$ cat config.mk
export PLATFORM = sky130hd
export DESIGN_NAME = adcseq_top
export DESIGN_NICKNAME = d
export VERILOG_FILES = /design/src/rtl/adcseq_pkg.sv /design/src/rtl/adcseq_regs.sv /design/src/rtl/adcseq_clkdiv.sv /design/src/rtl/adcseq_ctrl.sv /design/src/rtl/adcseq_resbuf.sv /design/src/rtl/adcseq_top.sv
export SDC_FILE = /design/constraint.sdc
export NUM_CORES = 1
export LEC_CHECK = 0
export ABC_AREA = 0
export BUFFER_PORTS_ARGS = -buffer_cell sky130_fd_sc_hd__buf_4
export CORE_MARGIN = 5
export CORE_UTILIZATION = 54
export CTS_CLUSTER_DIAMETER = 40
export DETAILED_ROUTE_END_ITERATION = 8
export PLACE_DENSITY = 0.69
export SLEW_MARGIN = 10
export SYNTH_ARGS = -nofsm -noshare
export SYNTH_HDL_FRONTEND = slang
export SYNTH_HIERARCHICAL = 1
export SYNTH_SLANG_ARGS = --single-unit
$ cat constraint.sdc
create_clock -name clk -period 5 [get_ports clk]
set_input_delay 1 -clock clk [delete_from_list [all_inputs] [get_ports clk]]
set_output_delay 1 -clock clk [all_outputs]
set_load 0.02 [all_outputs]
$ cat src/rtl/adcseq_pkg.sv
package adcseq_pkg;

  localparam int NCH      = 16;
  localparam int CH_W     = $clog2(NCH);
  localparam int SMPI_W   = 4;
  localparam int DEPTH    = 1 << SMPI_W;
  localparam int PTR_W    = SMPI_W;
  localparam int MULT_W   = 6;
  localparam int CONV_TAD = 12;

  typedef enum logic [1:0] {
    ST_IDLE   = 2'd0,
    ST_SAMPLE = 2'd1,
    ST_CONV   = 2'd2
  } seq_state_t;

  typedef struct packed {
    logic              run;
    logic              scan;
    logic              single;
    logic              irq_en;
    logic [SMPI_W-1:0] smpi;
    logic [MULT_W-1:0] mult;
    logic              src_rc;
    logic [NCH-1:0]    mask;
    logic [CH_W-1:0]   fixed_ch;
  } seq_cfg_t;

  // lowest enabled channel, 0 when nothing is enabled
  function automatic logic [CH_W-1:0] first_ch(input logic [NCH-1:0] mask);
    logic [CH_W-1:0] r;
    r = '0;
    for (int i = NCH - 1; i >= 0; i--) begin
      if (mask[i]) r = CH_W'(i);
    end
    return r;
  endfunction

  // lowest enabled channel above cur, wrapping to the lowest overall
  function automatic logic [CH_W-1:0] next_ch(input logic [NCH-1:0] mask,
                                              input logic [CH_W-1:0] cur);
    logic [CH_W-1:0] r;
    r = first_ch(mask);
    for (int i = NCH - 1; i >= 0; i--) begin
      if (mask[i] && (i > int'(cur))) r = CH_W'(i);
    end
    return r;
  endfunction

endpackage

$ cat src/rtl/adcseq_regs.sv
module adcseq_regs
  import adcseq_pkg::*;
#(
  parameter int REG_W  = 16,
  parameter int ADDR_W = 2
) (
  input  logic              clk,
  input  logic              rst,
  input  logic              we,
  input  logic [ADDR_W-1:0] addr,
  input  logic [REG_W-1:0]  wdata,
  output seq_cfg_t          cfg,
  output logic              sw_done_clr
);

  localparam int A_CTRL   = 0;
  localparam int A_CLK    = 1;
  localparam int A_SCAN   = 2;
  localparam int A_CH     = 3;
  localparam int B_DONE   = 0;
  localparam int B_RUN    = 1;
  localparam int B_SCAN   = 2;
  localparam int B_SINGLE = 3;
  localparam int B_IEN    = 4;
  localparam int B_SMPI   = 8;
  localparam int B_SRC    = REG_W - 1;

  logic sel_ctrl, sel_clk, sel_scan, sel_ch;

  assign sel_ctrl = we && (addr == ADDR_W'(A_CTRL));
  assign sel_clk  = we && (addr == ADDR_W'(A_CLK));
  assign sel_scan = we && (addr == ADDR_W'(A_SCAN));
  assign sel_ch   = we && (addr == ADDR_W'(A_CH));

  // zero written to the done position acts as a clear in the same edge
  assign sw_done_clr = sel_ctrl && !wdata[B_DONE];

  always_ff @(posedge clk) begin
    if (rst) begin
      cfg <= '0;
    end else begin
      if (sel_ctrl) begin
        cfg.run    <= wdata[B_RUN];
        cfg.scan   <= wdata[B_SCAN];
        cfg.single <= wdata[B_SINGLE];
        cfg.irq_en <= wdata[B_IEN];
        cfg.smpi   <= wdata[B_SMPI +: SMPI_W];
      end
      if (sel_clk) begin
        cfg.mult   <= wdata[MULT_W-1:0];
        cfg.src_rc <= wdata[B_SRC];
      end
      if (sel_scan) cfg.mask <= wdata[NCH-1:0];
      if (sel_ch)   cfg.fixed_ch <= wdata[CH_W-1:0];
    end
  end

endmodule

$ cat src/rtl/adcseq_clkdiv.sv
module adcseq_clkdiv #(
  parameter int MULT_W = 6
) (
  input  logic              clk,
  input  logic              rst,
  input  logic              clr,
  input  logic              src_rc,
  input  logic              rc_tick,
  input  logic [MULT_W-1:0] mult,
  output logic              tick
);

  logic [MULT_W-1:0] cnt;
  logic              src_en;

  assign src_en = src_rc ? rc_tick : 1'b1;
  assign tick   = !clr && src_en && (cnt == mult);

  always_ff @(posedge clk) begin
    if (rst || clr) begin
      cnt <= '0;
    end else if (src_en) begin
      cnt <= (cnt == mult) ? '0 : cnt + 1'b1;
    end
  end

  AST_TICK_PERIOD: assert property (@(posedge clk) disable iff (rst)
    (tick && mult != '0) |=> !tick);

endmodule

$ cat src/rtl/adcseq_ctrl.sv
module adcseq_ctrl
  import adcseq_pkg::*;
#(
  parameter int SAMPLE_TAD = 4
) (
  input  logic              clk,
  input  logic              rst,
  input  logic              run,
  input  logic              scan,
  input  logic              irq_en,
  input  logic [SMPI_W-1:0] smpi,
  input  logic [NCH-1:0]    mask,
  input  logic [CH_W-1:0]   fixed_ch,
  input  logic              tick,
  input  logic              sw_done_clr,
  output logic              busy,
  output logic              done,
  output logic              irq,
  output logic [CH_W-1:0]   ch,
  output logic              div_clr,
  output logic              restart,
  output logic              wr_en,
  output logic              wr_wrap
);

  localparam int TMAX = (SAMPLE_TAD > CONV_TAD) ? SAMPLE_TAD : CONV_TAD;
  localparam int TC_W = $clog2(TMAX + 1);

  seq_state_t        state;
  logic [TC_W-1:0]   tcnt;
  logic [SMPI_W-1:0] blk_cnt;
  logic [CH_W-1:0]   ch_q;
  logic              done_q;
  logic              irq_q;

  logic            use_scan;
  logic            samp_end;
  logic            conv_end;
  logic            wrap;
  logic [CH_W-1:0] start_ch;
  logic [CH_W-1:0] after_ch;

  always_comb begin
    use_scan = scan && (|mask);
    start_ch = use_scan ? first_ch(mask) : fixed_ch;
    wrap     = (blk_cnt == smpi);
    samp_end = (state == ST_SAMPLE) && run && tick && (tcnt == TC_W'(SAMPLE_TAD - 1));
    conv_end = (state == ST_CONV) && tick && (tcnt == TC_W'(CONV_TAD - 1));
    if (!use_scan)  after_ch = fixed_ch;
    else if (wrap)  after_ch = first_ch(mask);
    else            after_ch = next_ch(mask, ch_q);
  end

  always_ff @(posedge clk) begin
    if (rst) begin
      state   <= ST_IDLE;
      tcnt    <= '0;
      blk_cnt <= '0;
      ch_q    <= '0;
    end else begin
      unique case (state)
        ST_IDLE: begin
          tcnt <= '0;
          if (run) begin
            state   <= ST_SAMPLE;
            blk_cnt <= '0;
            ch_q    <= start_ch;
          end
        end
        ST_SAMPLE: begin
          if (!run) begin
            state <= ST_IDLE;
            tcnt  <= '0;
          end else if (tick) begin
            if (samp_end) begin
              state <= ST_CONV;
              tcnt  <= '0;
            end else begin
              tcnt <= tcnt + 1'b1;
            end
          end
        end
        ST_CONV: begin
          if (tick) begin
            if (conv_end) begin
              tcnt    <= '0;
              state   <= run ? ST_SAMPLE : ST_IDLE;
              blk_cnt <= wrap ? '0 : blk_cnt + 1'b1;
              ch_q    <= after_ch;
            end else begin
              tcnt <= tcnt + 1'b1;
            end
          end
        end
        default: state <= ST_IDLE;
      endcase
    end
  end

  // hardware set outranks every clear
  always_ff @(posedge clk) begin
    if (rst) begin
      done_q <= 1'b0;
      irq_q  <= 1'b0;
    end else begin
      if (conv_end)         done_q <= 1'b1;
      else if (samp_end)    done_q <= 1'b0;
      else if (sw_done_clr) done_q <= 1'b0;
      irq_q <= conv_end && wrap && irq_en;
    end
  end

  assign busy    = (state == ST_CONV);
  assign done    = done_q;
  assign irq     = irq_q;
  assign ch      = ch_q;
  assign div_clr = (state == ST_IDLE);
  assign restart = (state == ST_IDLE) && run;
  assign wr_en   = conv_end;
  assign wr_wrap = wrap;

  AST_BUSY_NO_DONE: assert property (@(posedge clk) disable iff (rst)
    busy |-> !done_q);
  AST_DONE_AT_END: assert property (@(posedge clk) disable iff (rst)
    $fell(busy) |-> done_q);
  AST_DONE_FALL_CAUSE: assert property (@(posedge clk) disable iff (rst)
    $fell(done_q) |-> ($rose(busy) || $past(sw_done_clr)));
  AST_IRQ_PULSE: assert property (@(posedge clk) disable iff (rst)
    irq_q |=> !irq_q);

endmodule

$ cat src/rtl/adcseq_resbuf.sv
module adcseq_resbuf
  import adcseq_pkg::*;
#(
  parameter int RES_W = 10
) (
  input  logic             clk,
  input  logic             rst,
  input  logic             single,
  input  logic             restart,
  input  logic             wr_en,
  input  logic             wr_wrap,
  input  logic [RES_W-1:0] wdata,
  input  logic [PTR_W-1:0] raddr,
  output logic [RES_W-1:0] rdata,
  output logic [PTR_W-1:0] wr_ptr
);

  logic [RES_W-1:0] mem [DEPTH];
  logic [PTR_W-1:0] waddr;
  logic [PTR_W-1:0] raddr_eff;

  assign waddr     = single ? '0 : wr_ptr;
  assign raddr_eff = single ? '0 : raddr;

  always_ff @(posedge clk) begin
    if (wr_en) mem[waddr] <= wdata;
  end

  always_ff @(posedge clk) begin
    if (rst) rdata <= '0;
    else     rdata <= mem[raddr_eff];
  end

  always_ff @(posedge clk) begin
    if (rst || restart) begin
      wr_ptr <= '0;
    end else if (wr_en) begin
      wr_ptr <= (single || wr_wrap) ? '0 : wr_ptr + 1'b1;
    end
  end

  AST_PTR_ADVANCE: assert property (@(posedge clk) disable iff (rst)
    (wr_en && !single && !wr_wrap && !restart) |=> (wr_ptr == $past(wr_ptr) + 1'b1));

endmodule

$ cat src/rtl/adcseq_top.sv
module adcseq_top
  import adcseq_pkg::*;
#(
  parameter int RES_W      = 10,
  parameter int SAMPLE_TAD = 4,
  parameter int REG_W      = 16
) (
  input  logic             clk,
  input  logic             rst,
  input  logic             cfg_we,
  input  logic [1:0]       cfg_addr,
  input  logic [REG_W-1:0] cfg_wdata,
  input  logic             rc_tick,
  input  logic [RES_W-1:0] conv_data,
  output logic             conv_busy,
  output logic [CH_W-1:0]  conv_ch,
  output logic             done,
  output logic             irq,
  input  logic [PTR_W-1:0] buf_raddr,
  output logic [RES_W-1:0] buf_rdata
);

  seq_cfg_t         cfg;
  logic             sw_done_clr;
  logic             tick;
  logic             div_clr;
  logic             restart;
  logic             wr_en;
  logic             wr_wrap;
  logic [PTR_W-1:0] wr_ptr;

  adcseq_regs #(.REG_W(REG_W), .ADDR_W(2)) u_regs (
    .clk         (clk),
    .rst         (rst),
    .we          (cfg_we),
    .addr        (cfg_addr),
    .wdata       (cfg_wdata),
    .cfg         (cfg),
    .sw_done_clr (sw_done_clr)
  );

  adcseq_clkdiv #(.MULT_W(MULT_W)) u_clkdiv (
    .clk     (clk),
    .rst     (rst),
    .clr     (div_clr),
    .src_rc  (cfg.src_rc),
    .rc_tick (rc_tick),
    .mult    (cfg.mult),
    .tick    (tick)
  );

  adcseq_ctrl #(.SAMPLE_TAD(SAMPLE_TAD)) u_ctrl (
    .clk         (clk),
    .rst         (rst),
    .run         (cfg.run),
    .scan        (cfg.scan),
    .irq_en      (cfg.irq_en),
    .smpi        (cfg.smpi),
    .mask        (cfg.mask),
    .fixed_ch    (cfg.fixed_ch),
    .tick        (tick),
    .sw_done_clr (sw_done_clr),
    .busy        (conv_busy),
    .done        (done),
    .irq         (irq),
    .ch          (conv_ch),
    .div_clr     (div_clr),
    .restart     (restart),
    .wr_en       (wr_en),
    .wr_wrap     (wr_wrap)
  );

  adcseq_resbuf #(.RES_W(RES_W)) u_resbuf (
    .clk     (clk),
    .rst     (rst),
    .single  (cfg.single),
    .restart (restart),
    .wr_en   (wr_en),
    .wr_wrap (wr_wrap),
    .wdata   (conv_data),
    .raddr   (buf_raddr),
    .rdata   (buf_rdata),
    .wr_ptr  (wr_ptr)
  );

  AST_IRQ_PTR_HOME: assert property (@(posedge clk) disable iff (rst)
    irq |-> (wr_ptr == '0));

endmodule

==> results.md <==
- Sequential area share after synthesis: 0.587
- Clk buf depth: 3
- CP Launch Type: input port
- Area growth syn-to-layout: 14.6%
- Leak: 0.00440 uW
- IO Pins: 53
- TritonCTS clock tree: built
- #FFs+latches synth: 231
- Unrepaired setup endpoints after global routing: false
- Dpl ws: 980 ps
- Fraction of layout cells with a size suffix above 1: 0.171
- DRT antenna net count: 0
- Gpl congestion: 0.836
- Synthesized area: 0.0106 mm2
- H-Tree Depth: 2
- Slew HR: 0.302
- Vias: 6939
- DRT Pass-1 Iters: 5
- Die area: 0.0225 mm2
- Fill count: 1549
- Syn_area_per_cell: 12.1 um2
- Final Max Slew Viols: 0
- Synth Flop Type: edfxtp_1
- Overall die width: 150 um
- Cts repair resizes: 0
- Row count: 51
- Number of global-route vias before repair: 6819
- Hold_buf cts: 0
- Post-CTS setup repair buffer count: 0
- # diodes: 0
- Final TNS setup: 0 ps
- Asr flop ratio synth: 0
- Final min period: 3560 ps
- Worst hold slack: 479 ps
- I/O Buffers: 52
- Num CTS Buffers: 35
- Drt drc: 0
- GR Util All Layers: 0.207
- Synth cell types: 78
- Initial DRC count: 442
- Crit Path Max Fanout: 10
- Peak VDD IR: 0.000253 V
- DR WL/cell: 19.2 um
- Global-route wire length before repair: 36.4 mm
- YS warnings: 6
- CP Capture Type: flip-flop
- Final setup fails: 0
- Post-Syn Instances: 877
- Clk root buf: clkbuf_16
- Antenna violations before repair: 0
- Crit path arrival time: 3670 ps
- Post-Syn Nets: 921
- Post-DP HPWL: 14.9 mm
- Routed WL: 23.2 mm
- Final period utilization: 0.711
- Core area: 0.0194 mm2
- Pin count of the biggest net entering global routing: 73
- Worst setup margin: 1440 ps
- Worst Path Required: 5120 ps
- Hold Violations, Final: 0
- Max-Cap Viols: 0
- Max Clock Freq: 0.281 GHz
- Skew final: 13.3 ps
- Clk pin slew, worst setup/hold paths: 60 ps
- Setup CP Type: input port to flip-flop
- Clock net sink count: 231
- Aggregate global routing overflow: 0
- Power per cell area: 396 mW/mm2
- Clk Latency, worst-skew pair: 510 ps
- Initial Utilization: 0.546
- Worst min path class: flip-flop to flip-flop
- Post-synth EDFFs: 160
- Vias/cell: 5.74
- Final net count: 961
- Status: completed
- Die height: 150 um
- Worst slew pin tran: 1040 ps
==> final timing paths <==
check | start | to | slack, ps | cells after the start
hold / removal | u_regs/cfg[31] | u_regs/cfg[31] | 480 | 2
setup / recovery | rc_tick | u_resbuf/mem[7][7] | 1440 | 11
hold reg to reg | u_regs/cfg[31] | u_regs/cfg[31] | 480 | 2
setup reg to reg | u_clkdiv/cnt[2] | u_resbuf/mem[7][7] | 1510 | 10
==> critical path: stages <==
cell and delay, ps:
buf_4 100, nor2b_4 60, nor4_4 420, and3b_1 250
and3b_1 220, nand2_1 110, nor2_1 120, buf_4 160
and2b_1 230, nand3b_1 170, nor2_1 830
==> cells in the final DEF (no fill, tap or decap), types with 8 or more instances in the layout <==
cell / instances
a211oi_1: 26
inv_1: 14
o21ai_0: 11
mux2i_1: 57
nand2_1: 75
a31oi_1: 25
nor2_1: 50
dfxtp_1: 71
o21ai_1: 21
a21oi_1: 40
clkbuf_16: 35
mux2_4: 17
edfxtp_1: 160
o211ai_1: 25
nand3_1: 15
nor2b_1: 31
inv_6: 11
buf_4: 56
xor2_1: 12
ha_1: 8
nand2b_1: 58
nor3_1: 11
==> routing by layer <==
metal | GRT usage | vias up | share of wire
met3 | 0.0340 | 46 | 0.058
met2 | 0.349 | 218 | 0.48
met4 | 0.0741 | 0 | 0.025
li1 | - | 3346 | -
met1 | 0.273 | 3329 | 0.44
met5 | 0 | - | 0
==> flip-flops by register name, indices dropped and copies added, names as in the netlist, 4 cells and up <==
| signal | count |
|---|---|
| u_clkdiv/cnt | 6 |
| u_ctrl/blk_cnt | 4 |
| u_ctrl/ch | 4 |
| u_ctrl/tcnt | 4 |
| u_regs/cfg | 35 |
| u_resbuf/mem | 160 |
| u_resbuf/rdata | 10 |
| u_resbuf/wr_ptr | 4 |
==> cell families (layout without fill, tap and decap cells) <==
group	count (synthesis)	count (layout)	share of synthesized area
AND/OR/NAND/NOR	287	287	0.149
flip-flops	231	231	0.587
AO/OA/AOI/OAI	193	193	0.123
multiplexers	77	77	0.0811
buffers and inverters	67	134	0.0392
XOR/XNOR	14	14	0.0116
adder cells (fa/ha/maj)	8	8	0.00944
==> cells in the mapped netlist (8+ instances only) <==
library cell / instances / area share
o211ai_1: 25 / 0.018
a31oi_1: 25 / 0.015
inv_1: 14 / 0.0050
mux2_4: 17 / 0.024
o21ai_0: 11 / 0.0052
nand2_1: 75 / 0.027
clkbuf_1: 24 / 0.0085
nor2_1: 50 / 0.018
a21oi_1: 40 / 0.019
a211oi_1: 26 / 0.018
xor2_1: 12 / 0.0099
ha_1: 8 / 0.0094
o21ai_1: 21 / 0.0099
nand2b_1: 58 / 0.034
nor2b_1: 32 / 0.019
nor3_1: 11 / 0.0052
mux2i_1: 57 / 0.054
edfxtp_1: 160 / 0.45
nand3_1: 15 / 0.0071
dfxtp_1: 71 / 0.13
buf_6: 13 / 0.014
==> final cells by class <==
class / count / area (um2) / area share
Sequential cell: 231 / 6230 / 0.513
Clock buffer: 38 / 907 / 0.0747
Multi-Input combinational cell: 579 / 3960 / 0.326
Tap cell: 265 / 332 / 0.0273
Clock inverter: 26 / 248 / 0.0204
Timing Repair Buffer: 56 / 420 / 0.0346
Inverter: 14 / 52.6 / 0.00433
==> stage by stage <==
step | total power [uW] | util | instance area [um2] | cells
2_1_floorplan | 2390 | - | 10600 | 877
3_3_place_gp | 2500 | 0.567 | 11000 | 1145
3_5_place_dp | 2500 | 0.567 | 11000 | 1145
4_1_cts | 4860 | 0.626 | 12100 | 1209
5_1_grt | 4990 | 0.626 | 12100 | 1209
6_report | 4820 | 0.626 | 12100 | 1209
==> report_power, final <==
group          internal [uW]  total, uW  switching [uW]
registers               2070       2100            36.6
logic                    144        365             221
clock network           1450       2350             898
total                   3660       4820            1160
(Power assumes the default switching activity.)
